File: src/rtl/pll_pwr_pkg.sv
package pll_pwr_pkg;

    typedef enum logic [2:0] {
        M_OFF    = 3'd0,
        M_LOCK   = 3'd1,
        M_LPBYP  = 3'd2,
        M_FRBYP  = 3'd3,
        M_LPSTOP = 3'd4,
        M_MNBYP  = 3'd5,
        M_RELOCK = 3'd6
    } mode_e;

    localparam int unsigned NUM_MODES = 6;

endpackage

File: src/rtl/pps_req.sv
// Target arbitration: software home mode, automatic causes, forced causes.
module pps_req
    import pll_pwr_pkg::*;
#(
    parameter mode_e                  RESET_MODE = M_MNBYP,
    parameter logic [NUM_MODES-1:0]   SUPPORT    = '1,
    parameter bit                     AUTO_LPBYP = 1'b1
) (
    input  logic        clk,
    input  logic        rst_n,
    input  logic        sw_wr,
    input  logic [2:0]  sw_code,
    input  logic        auto_en,
    input  logic        dom_wake,
    input  logic        pclk_req,
    input  logic        dom_idle,
    input  logic        fclk_unused,
    input  logic        iclk_gated,
    input  logic        glob_rst,
    input  logic        dev_off,
    output mode_e       target,
    output logic        err
);

    localparam logic [7:0] SUP8 = {2'b00, SUPPORT[NUM_MODES-1:1], 1'b1};

    mode_e home_q;
    logic  grst_q;
    logic  err_q;
    logic  code_ok;
    logic  grst_fall;

    assign code_ok   = SUP8[sw_code];
    assign grst_fall = grst_q && !glob_rst;

    always_ff @(posedge clk) begin
        if (!rst_n) begin
            home_q <= RESET_MODE;
            grst_q <= 1'b0;
            err_q  <= 1'b0;
        end else begin
            grst_q <= glob_rst;
            if (grst_fall && SUP8[M_LPSTOP]) begin
                home_q <= M_LPSTOP;
            end else if (sw_wr && code_ok) begin
                home_q <= mode_e'(sw_code);
            end
            if (sw_wr && !code_ok) begin
                err_q <= 1'b1;
            end
        end
    end

    always_comb begin
        if (dev_off) begin
            target = M_OFF;
        end else if (glob_rst && SUP8[M_MNBYP]) begin
            target = M_MNBYP;
        end else if (auto_en && (dom_wake || pclk_req) && SUP8[M_LOCK]) begin
            target = M_LOCK;
        end else if (auto_en && (dom_idle || fclk_unused) && SUP8[M_LPSTOP]) begin
            target = M_LPSTOP;
        end else if (auto_en && AUTO_LPBYP && iclk_gated && SUP8[M_LPBYP]) begin
            target = M_LPBYP;
        end else begin
            target = home_q;
        end
    end

    assign err = err_q;

    // the error flag never clears once set
    p_err_sticky_r4: assert property (@(posedge clk) disable iff (!rst_n)
        err_q |=> err_q);

    // a rejected write raises the flag at the next edge
    p_bad_write_r4: assert property (@(posedge clk) disable iff (!rst_n)
        (sw_wr && !code_ok) |=> err_q);

    // the home mode is always one the instance supports
    p_home_valid_r4: assert property (@(posedge clk) disable iff (!rst_n)
        SUP8[home_q]);

    // a forced cause always wins over software
    p_devoff_wins_r10: assert property (@(posedge clk) disable iff (!rst_n)
        dev_off |-> (target == M_OFF));

endmodule

File: src/rtl/pps_lockwait.sv
// Counts consecutive lock-high cycles while relocking.
module pps_lockwait #(
    parameter int unsigned CNT_W = 8
) (
    input  logic             clk,
    input  logic             rst_n,
    input  logic             run,
    input  logic             lock,
    input  logic [CNT_W-1:0] thresh,
    output logic             done
);

    logic [CNT_W-1:0] cnt_q;
    logic [CNT_W:0]   cnt_inc;
    logic [CNT_W:0]   thr_eff;

    assign thr_eff = (thresh == '0) ? {{CNT_W{1'b0}}, 1'b1} : {1'b0, thresh};
    assign cnt_inc = {1'b0, cnt_q} + {{CNT_W{1'b0}}, 1'b1};
    assign done    = run && lock && (cnt_inc >= thr_eff);

    always_ff @(posedge clk) begin
        if (!rst_n) begin
            cnt_q <= '0;
        end else if (!run || !lock || done) begin
            cnt_q <= '0;
        end else begin
            cnt_q <= cnt_inc[CNT_W-1:0];
        end
    end

    // a low lock indicator always restarts the count
    p_restart_r11: assert property (@(posedge clk) disable iff (!rst_n)
        (run && !lock) |=> (cnt_q == '0));

    // done only reported while lock is high
    p_done_needs_lock_r11: assert property (@(posedge clk) disable iff (!rst_n)
        done |-> lock);

endmodule

File: src/rtl/pps_fsm.sv
// Mode state register and next-state selection.
module pps_fsm
    import pll_pwr_pkg::*;
#(
    parameter mode_e RESET_MODE = M_MNBYP
) (
    input  logic  clk,
    input  logic  rst_n,
    input  mode_e target,
    input  logic  pll_lock,
    input  logic  lock_done,
    output mode_e state
);

    mode_e state_q;
    mode_e state_d;

    function automatic mode_e enter(input mode_e tgt);
        return (tgt == M_LOCK) ? M_RELOCK : tgt;
    endfunction

    always_comb begin
        state_d = state_q;
        unique case (state_q)
            M_LOCK: begin
                if (target != M_LOCK) begin
                    state_d = target;
                end else if (!pll_lock) begin
                    state_d = M_RELOCK;
                end
            end
            M_RELOCK: begin
                if (target != M_LOCK) begin
                    state_d = target;
                end else if (lock_done) begin
                    state_d = M_LOCK;
                end
            end
            M_OFF:    state_d = enter(target);
            M_LPBYP:  state_d = enter(target);
            M_FRBYP:  state_d = enter(target);
            M_LPSTOP: state_d = enter(target);
            M_MNBYP:  state_d = enter(target);
            default:  state_d = RESET_MODE;
        endcase
    end

    always_ff @(posedge clk) begin
        if (!rst_n) begin
            state_q <= RESET_MODE;
        end else begin
            state_q <= state_d;
        end
    end

    assign state = state_q;

    // LOCKED is reached only through RELOCKING or by staying locked
    p_via_relock_r11: assert property (@(posedge clk) disable iff (!rst_n)
        (state_q != M_LOCK && state_q != M_RELOCK) |=> (state_q != M_LOCK));

    // loss of lock while locked leaves LOCKED
    p_lock_loss_r12: assert property (@(posedge clk) disable iff (!rst_n)
        (state_q == M_LOCK && !pll_lock) |=> (state_q != M_LOCK));

    // device-off reaches OFF one edge later
    p_off_r9: assert property (@(posedge clk) disable iff (!rst_n)
        (target == M_OFF) |=> (state_q == M_OFF));

endmodule

File: src/rtl/pll_pwr_seq.sv
module pll_pwr_seq
    import pll_pwr_pkg::*;
#(
    parameter mode_e                RESET_MODE = M_MNBYP,
    parameter logic [NUM_MODES-1:0] SUPPORT    = '1,
    parameter bit                   AUTO_LPBYP = 1'b1,
    parameter int unsigned          CNT_W      = 8
) (
    input  logic             clk,
    input  logic             rst_n,
    input  logic             sw_mode_wr,
    input  logic [2:0]       sw_mode_code,
    input  logic             auto_en,
    input  logic             dom_wake,
    input  logic             dom_idle,
    input  logic             pclk_req,
    input  logic             fclk_unused,
    input  logic             iclk_gated,
    input  logic             glob_rst,
    input  logic             dev_off,
    input  logic             pll_lock,
    input  logic [CNT_W-1:0] lock_cycles,
    output logic             pll_en,
    output logic             pll_fast_relock,
    output logic             out_clk_en,
    output logic             out_lock_sel,
    output logic [2:0]       mode_status,
    output logic             req_err
);

    mode_e target;
    mode_e state;
    logic  lock_done;

    pps_req #(
        .RESET_MODE (RESET_MODE),
        .SUPPORT    (SUPPORT),
        .AUTO_LPBYP (AUTO_LPBYP)
    ) u_req (
        .clk         (clk),
        .rst_n       (rst_n),
        .sw_wr       (sw_mode_wr),
        .sw_code     (sw_mode_code),
        .auto_en     (auto_en),
        .dom_wake    (dom_wake),
        .pclk_req    (pclk_req),
        .dom_idle    (dom_idle),
        .fclk_unused (fclk_unused),
        .iclk_gated  (iclk_gated),
        .glob_rst    (glob_rst),
        .dev_off     (dev_off),
        .target      (target),
        .err         (req_err)
    );

    pps_lockwait #(
        .CNT_W (CNT_W)
    ) u_lockwait (
        .clk    (clk),
        .rst_n  (rst_n),
        .run    (state == M_RELOCK),
        .lock   (pll_lock),
        .thresh (lock_cycles),
        .done   (lock_done)
    );

    pps_fsm #(
        .RESET_MODE (RESET_MODE)
    ) u_fsm (
        .clk       (clk),
        .rst_n     (rst_n),
        .target    (target),
        .pll_lock  (pll_lock),
        .lock_done (lock_done),
        .state     (state)
    );

    always_comb begin
        pll_en          = 1'b0;
        pll_fast_relock = 1'b0;
        out_clk_en      = 1'b1;
        out_lock_sel    = 1'b0;
        unique case (state)
            M_OFF:    out_clk_en = 1'b0;
            M_LOCK: begin
                pll_en       = 1'b1;
                out_lock_sel = 1'b1;
            end
            M_RELOCK: pll_en = 1'b1;
            M_FRBYP: begin
                pll_en          = 1'b1;
                pll_fast_relock = 1'b1;
            end
            M_LPBYP:  pll_en = 1'b0;
            M_LPSTOP: pll_en = 1'b0;
            M_MNBYP:  pll_en = 1'b0;
            default:  out_clk_en = 1'b0;
        endcase
    end

    assign mode_status = state;

    // the locked clock is never selected from an unpowered PLL
    p_sel_needs_pll_r2: assert property (@(posedge clk) disable iff (!rst_n)
        out_lock_sel |-> (pll_en && out_clk_en));

    // global reset forces MN bypass when device-off is absent
    p_grst_mn_r8: assert property (@(posedge clk) disable iff (!rst_n)
        (glob_rst && !dev_off && SUPPORT[M_MNBYP]) |=> (mode_status == 3'd5));

    // device-off turns the output clock off one edge later
    p_devoff_clk_r9: assert property (@(posedge clk) disable iff (!rst_n)
        dev_off |=> !out_clk_en);

endmodule

File: config.mk
export PLATFORM = sky130hd
export DESIGN_NAME = pll_pwr_seq
export DESIGN_NICKNAME = d
export VERILOG_FILES = /design/src/rtl/pll_pwr_pkg.sv /design/src/rtl/pps_req.sv /design/src/rtl/pps_lockwait.sv /design/src/rtl/pps_fsm.sv /design/src/rtl/pll_pwr_seq.sv
export SDC_FILE = /design/constraint.sdc
export NUM_CORES = 1
export LEC_CHECK = 0
export BUFFER_PORTS_ARGS = -buffer_cell sky130_fd_sc_hd__buf_2
export CAP_MARGIN = 20
export CORE_ASPECT_RATIO = 0.7
export CORE_MARGIN = 2
export CORE_UTILIZATION = 55
export DETAILED_ROUTE_END_ITERATION = 6
export GPL_TIMING_DRIVEN = 0
export PLACE_DENSITY = 0.92
export REMOVE_ABC_BUFFERS = 1
export SLEW_MARGIN = 40
export SYNTH_ARGS = -nofsm -noshare
export SYNTH_HDL_FRONTEND = slang
export SYNTH_SLANG_ARGS = --single-unit
File: constraint.sdc
create_clock -name clk -period 4.3 [get_ports clk]
set_input_delay 1.075 -clock clk [delete_from_list [all_inputs] [get_ports clk]]
set_output_delay 1.075 -clock clk [all_outputs]
set_load 0.01 [all_outputs]
Word level (Yosys, flattened, before mapping). Memories as Yosys holds them, arrays and structs flattened. Index checks and enable logic that the tools add are counted.

Word-level logic and storage cells: 65. Bits in read-only memories: 8. Register bits: 16. Output and inout port bits: 8. Memories: 1. Input bits: 23.

Memory list: (name not given) (words 8, bits a word 1, rd ports 1, clocked after Yosys merged registers in 0, write ports 0, line pps_req.sv:33) `assign code_ok = SUP8[sw_code];`.

Reduce and logical (&&, ||, !) cells: 25. $add $sub $neg: 1. Equal/unequal tests: 10. Muxes and demuxes: 19. Magnitude comparators: 2. Bitwise operators: 1.

Operators by type and width (number): $mux W3 (10); $add A8 B1 Y9 const B (1); $eq A3 B3 Y1 const B (3); $ge A9 B9 Y1 (1); $pmux W3 S3 (1); $logic_and A1 B1 Y1 (8); $logic_not A8 Y1 (1); $mux W8 (1); $mux W1 (7); $eq A3 B1 Y1 const B (2); $eq A3 B2 Y1 const B (2); $ne A3 B2 Y1 const B (2); $reduce_or A6 Y1 (1); $reduce_or A5 Y1 (1); $logic_not A1 Y1 (4); $logic_or A1 B1 Y1 (4); $lt A3 B4 Y1 const B (1); $reduce_or A2 Y1 (2); $logic_not A3 Y1 (1); $ne A3 B1 Y1 const B (1); $reduce_or A3 Y1 (1); $reduce_and A2 Y1 (1); $reduce_bool A2 Y1 (1); $not A1 Y1 (1).

Depth between registers and ports, before layout.
Depth in word-level cells: 9. Gate-level depth with buffers: 9. Depth with buffers taken out: 9.

Hierarchy. A second synthesis with hierarchy kept.

Cell total of the unflattened synthesis: 132. Area, all modules: 1143.6 µm².

Modules (own cells, without submodules): pps_lockwait (seq. area each 160.2 µm², cells each 70, area each 621.8 µm², times used 1); pps_req (seq. area each 100.1 µm², cells each 32, area each 269.0 µm², times used 1); pps_fsm (seq. area each 60.1 µm², cells each 20, area each 207.7 µm², times used 1); pll_pwr_seq (seq. area each 0.0 µm², cells each 10, area each 45.0 µm², times used 1).

Least setup slack after synthesis. OpenSTA, ideal clock, no wires.

Path kind: input port to flip-flop. Start: in lock_cycles[5]. End: reg u_lockwait.cnt_q[2]. Path buffers: 0. Setup time: 0.062 ns. Data required time: 4.238 ns. Arrival time: 2.507 ns. Slack: 1.731 ns. Stages on the path: 7. Cells stage by stage: nor4_1 > a41o_1 > ha_1 > o21ai_1 > a221oi_2 > or3b_4 > nor2b_2.

Longest elaborated chain between the ends: 6.

Ends and longest elaborated chain: start, declared (line pll_pwr_seq.sv:22) `input logic [CNT_W-1:0] lock_cycles,`; $logic_not A8 Y1 (line pps_lockwait.sv:17) `assign thr_eff = (thresh == '0) ? {{CNT_W{1'b0}}, 1'b1} : {1'b0, thresh};`; $mux W8 * (line pps_lockwait.sv:17); $ge A9 B9 Y1 * (line pps_lockwait.sv:19) `assign done = run && lock && (cnt_inc >= thr_eff);`; $logic_and A1 B1 Y1 * (line pps_lockwait.sv:19); $logic_or A1 B1 Y1 * (line pps_lockwait.sv:24) `end else if (!run || !lock || done) begin`; $reduce_or A2 Y1 (no source line) *; end signal, assigned (line pps_lockwait.sv:27) `cnt_q <= cnt_inc[CNT_W-1:0];`; end, declared (line pps_lockwait.sv:13) `logic [CNT_W-1:0] cnt_q;`.

Every way passes the cells marked *; elsewhere a longest branch is shown, timed or not. A chain may end at the register's enable or synchronous reset.

Worst setup path in the final report.
Start: in lock_cycles[5]. End: reg u_lockwait.cnt_q[6].

The elaborated chain is that of the path after synthesis.

==> impl_results.md <==
* Status: completed
* Actual slew at the worst max-slew pin at ~0.49 ns
* Max-Cap Viols at 0
* IO Pins at 31
* Row count at 13
* CTS tree: done
* Combinational group share of total power at 18.6%
* Hold Crit Class: flop to flop
* Most frequent cell after synthesis: dfxtp_1
* Synth Flop Type: dfxtp_1
* Slew Viols, Final at 0
* Critical path arrival at about 2.8 ns
* Yosys reg bits at 16
* Vias per cell at just over 6
* Peak supply drop at between 200 and 250 uV
* Final-report setup violation count at 0
* Pint at 0.232 mW
* Initial Utilization at a little under 60%
* Post-Place Cells at 180
* Total die area at 2380 um2
* Die H at between 40 and 50 um
* Largest net degree at the start of global routing at 10
* Worst setup path category: input pin to flop
* Most instantiated cells after synthesis: 16 x dfxtp_1, 15 x nand2_1, 14 x inv_1, 9 x ha_1
* Clock transition at the registers of the reported paths at roughly 0.10 ns
* Switching share of power at between 20% and 30%
* Worst skew pair latency at between 0.2 and 0.3 ns
* Filler instances at ~130
* Worst Clk Skew at 0.0101 ns
* Seq/Total Area, Yosys at 29.1%
* Synth top area share at between 20% and 30%
* Drt total wl at 2840 um
* Yosys warning count at 0
* Die X at ~57 um
* Relative slew slack at 67.4%
* Area grow syn2layout at 19.4%
* Setup TNS at 0 ns
* Grt total ovfl at 0
* Via Count at around 1100
* Vias in the first global route at between 1000 and 1500
* Number of diodes at 0
* Switching power at slightly below 0.09 mW
* Leakage power at around 0.6 nW
* Post-route ant nets at 0
* Tcrit/Tclk final at about three fifths
* Final Hold Vio Count at 0
* Iter 0 DRT Violations at 65
* Cells after Synth at about 130
* Sink Count at 16
* Port bufs at 30
* DRT Pass-1 Iters at 4
* Global-route wire length before repair at approximately 4700 um
* Crit-path max FO at 7
* Mapped Area at between 1000 and 1500 um2
* Post-CTS sizing at 0
* DRC violations left at 0
* Netlist cell types at between 40 and 50
* Core area at between 1500 and 2000 um2
* NumNets Final at between 150 and 200
* Crit. End Element: flop
* Root buffer cell: clkbuf_4
* WL/cell at between 15 and 20 um
* Placer congestion estimate at approximately 0.9
* Clock share of power at approximately a third
* TritonCTS Buffers at 3
* Final min period at between 2 and 3 ns
* Setup crit start kind: input pin
* Post-synth EDFFs at 0
* Asr flop ratio synth at 0%
* Fraction of final layout cells sized beyond drive strength 1 at ~33%
* FMAX at just under 400 MHz
* Initial antenna violation count at 0
* H-tree depth at 1
* GRT Overall Usage at between 20 and 25%
* Final Non-Filler Cells at about 180
* Hold Buf Count CTS at 0
* Area contributors post-synth: dfxtp_1 29%, ha_1 10%, nand2_1 5.1%, inv_1 4.8%, nor2b_2 4.8%
* Post-CTS setup buffers at 0
* Synth area leader: dfxtp_1
* Seq pwr share at 49.7%
* CP required at 4.54 ns
* Mean Syn Cell Area at between 8 and 9 um2
* PwrDens at approximately 240 nW/um2
* RSZ-0062 raised after global routing: no
* DP HPWL at 2230 um
* Bufs on Longest Clock Path at 2
==> logic make-up (layout without fill, tap and decap cells) <==
kind of cell             count (synthesis)  after routing  share of synthesized area, %
adder cells (fa/ha/maj)                  9              9                          10.2
AND/OR/NAND/NOR                         54             54                          28.4
XOR/XNOR                                 6              6                          4.77
multiplexers                             2              2                          1.93
flip-flops                              16             16                          29.1
AO/OA/AOI/OAI                           27             27                          20.8
buffers and inverters                   14             48                          4.77
==> worst max-delay path, stage by stage <==
cell and delay [ns]:
buf_2 0.11, nor4_1 0.28, a41o_1 0.21, ha_1 0.22, o21ai_1 0.20, a221oi_2 0.13, or3b_4 0.47, nor2b_2 0.13
==> cell usage in the layout, fill, tap and decap left out, types with 2 or more instances in the layout <==
master    synthesis  layout
buf_2             0      30
dfxtp_1          16      16
nand2_1          15      15
inv_1            14      14
ha_1              9       9
nand3_1           6       6
nor2b_2           6       6
nor3_1            5       5
nor2_1            4       4
xnor2_1           3       3
xor2_1            3       3
nor3b_1           3       3
o21ai_0           3       3
a21oi_1           3       3
clkbuf_4          0       3
and3_1            2       2
and2_1            2       2
o211ai_2          2       2
o21a_1            2       2
a31o_1            2       2
==> layer usage <==
| metal | vias up | global-route usage [%] | routed length, um |
|---|---|---|---|
| met5 | - | 0 | 0 |
| met1 | 538 | 29.1 | 1170 |
| met3 | 10 | 7.48 | 227 |
| met2 | 56 | 41.8 | 1370 |
| met4 | 0 | 11.2 | 76 |
| li1 | 531 | - | - |
==> power by group through the flow <==
stage,combinational (mW),clock (mW),sequential [mW]
global route,0.0656,0.110,0.160
floorplan,0.0319,0,0.162
global placement,0.0545,0,0.162
CTS,0.0589,0.102,0.159
detailed placement,0.0576,0,0.162
finish,0.0596,0.102,0.159
==> final timing paths <==
| check | from | endpoint | slack (ns) | cells after the start |
|---|---|---|---|---|
| worst max-delay path | lock_cycles[5] | u_lockwait.cnt_q[6] | 1.72 | 8 |
| worst min-delay path | u_lockwait.cnt_q[0] | u_lockwait.cnt_q[0] | 0.50 | 1 |
| worst max register to register | u_lockwait.cnt_q[2] | u_lockwait.cnt_q[6] | 1.85 | 9 |
| worst min register to register | u_lockwait.cnt_q[0] | u_lockwait.cnt_q[0] | 0.50 | 1 |
==> state kept, by name, summed over array words and instances (netlist names) <==
register	cells
u_req.grst_q	1
u_req.err	1
u_fsm.state	3
u_req.home_q	3
u_lockwait.cnt_q	8
==> stage by stage <==
step | setup slack (ns) | hold WS, ns | total power, mW | utilization (%) | area, um2
floorplan | 1.73 | 0.443 | 0.194 | - | 1100
global placement | 1.52 | 0.468 | 0.216 | 68.4 | 1280
detailed placement | 1.40 | 0.479 | 0.220 | 68.4 | 1280
CTS | 1.72 | 0.505 | 0.320 | 70.3 | 1320
global route | 1.61 | 0.521 | 0.336 | 70.3 | 1320
finish | 1.72 | 0.497 | 0.320 | 70.3 | 1320
==> area by class of cell <==
cell class              count  area, um2  area share, %
flip-flops and latches     16        320           24.4
well taps                  22       27.5           2.09
repair buffers             30        150           11.4
inverters                  14       52.6           4.00
multi-input cells          98        728           55.4
clock buffers               4       36.3           2.76
Note: power is estimated with default switching activity, not from simulation.
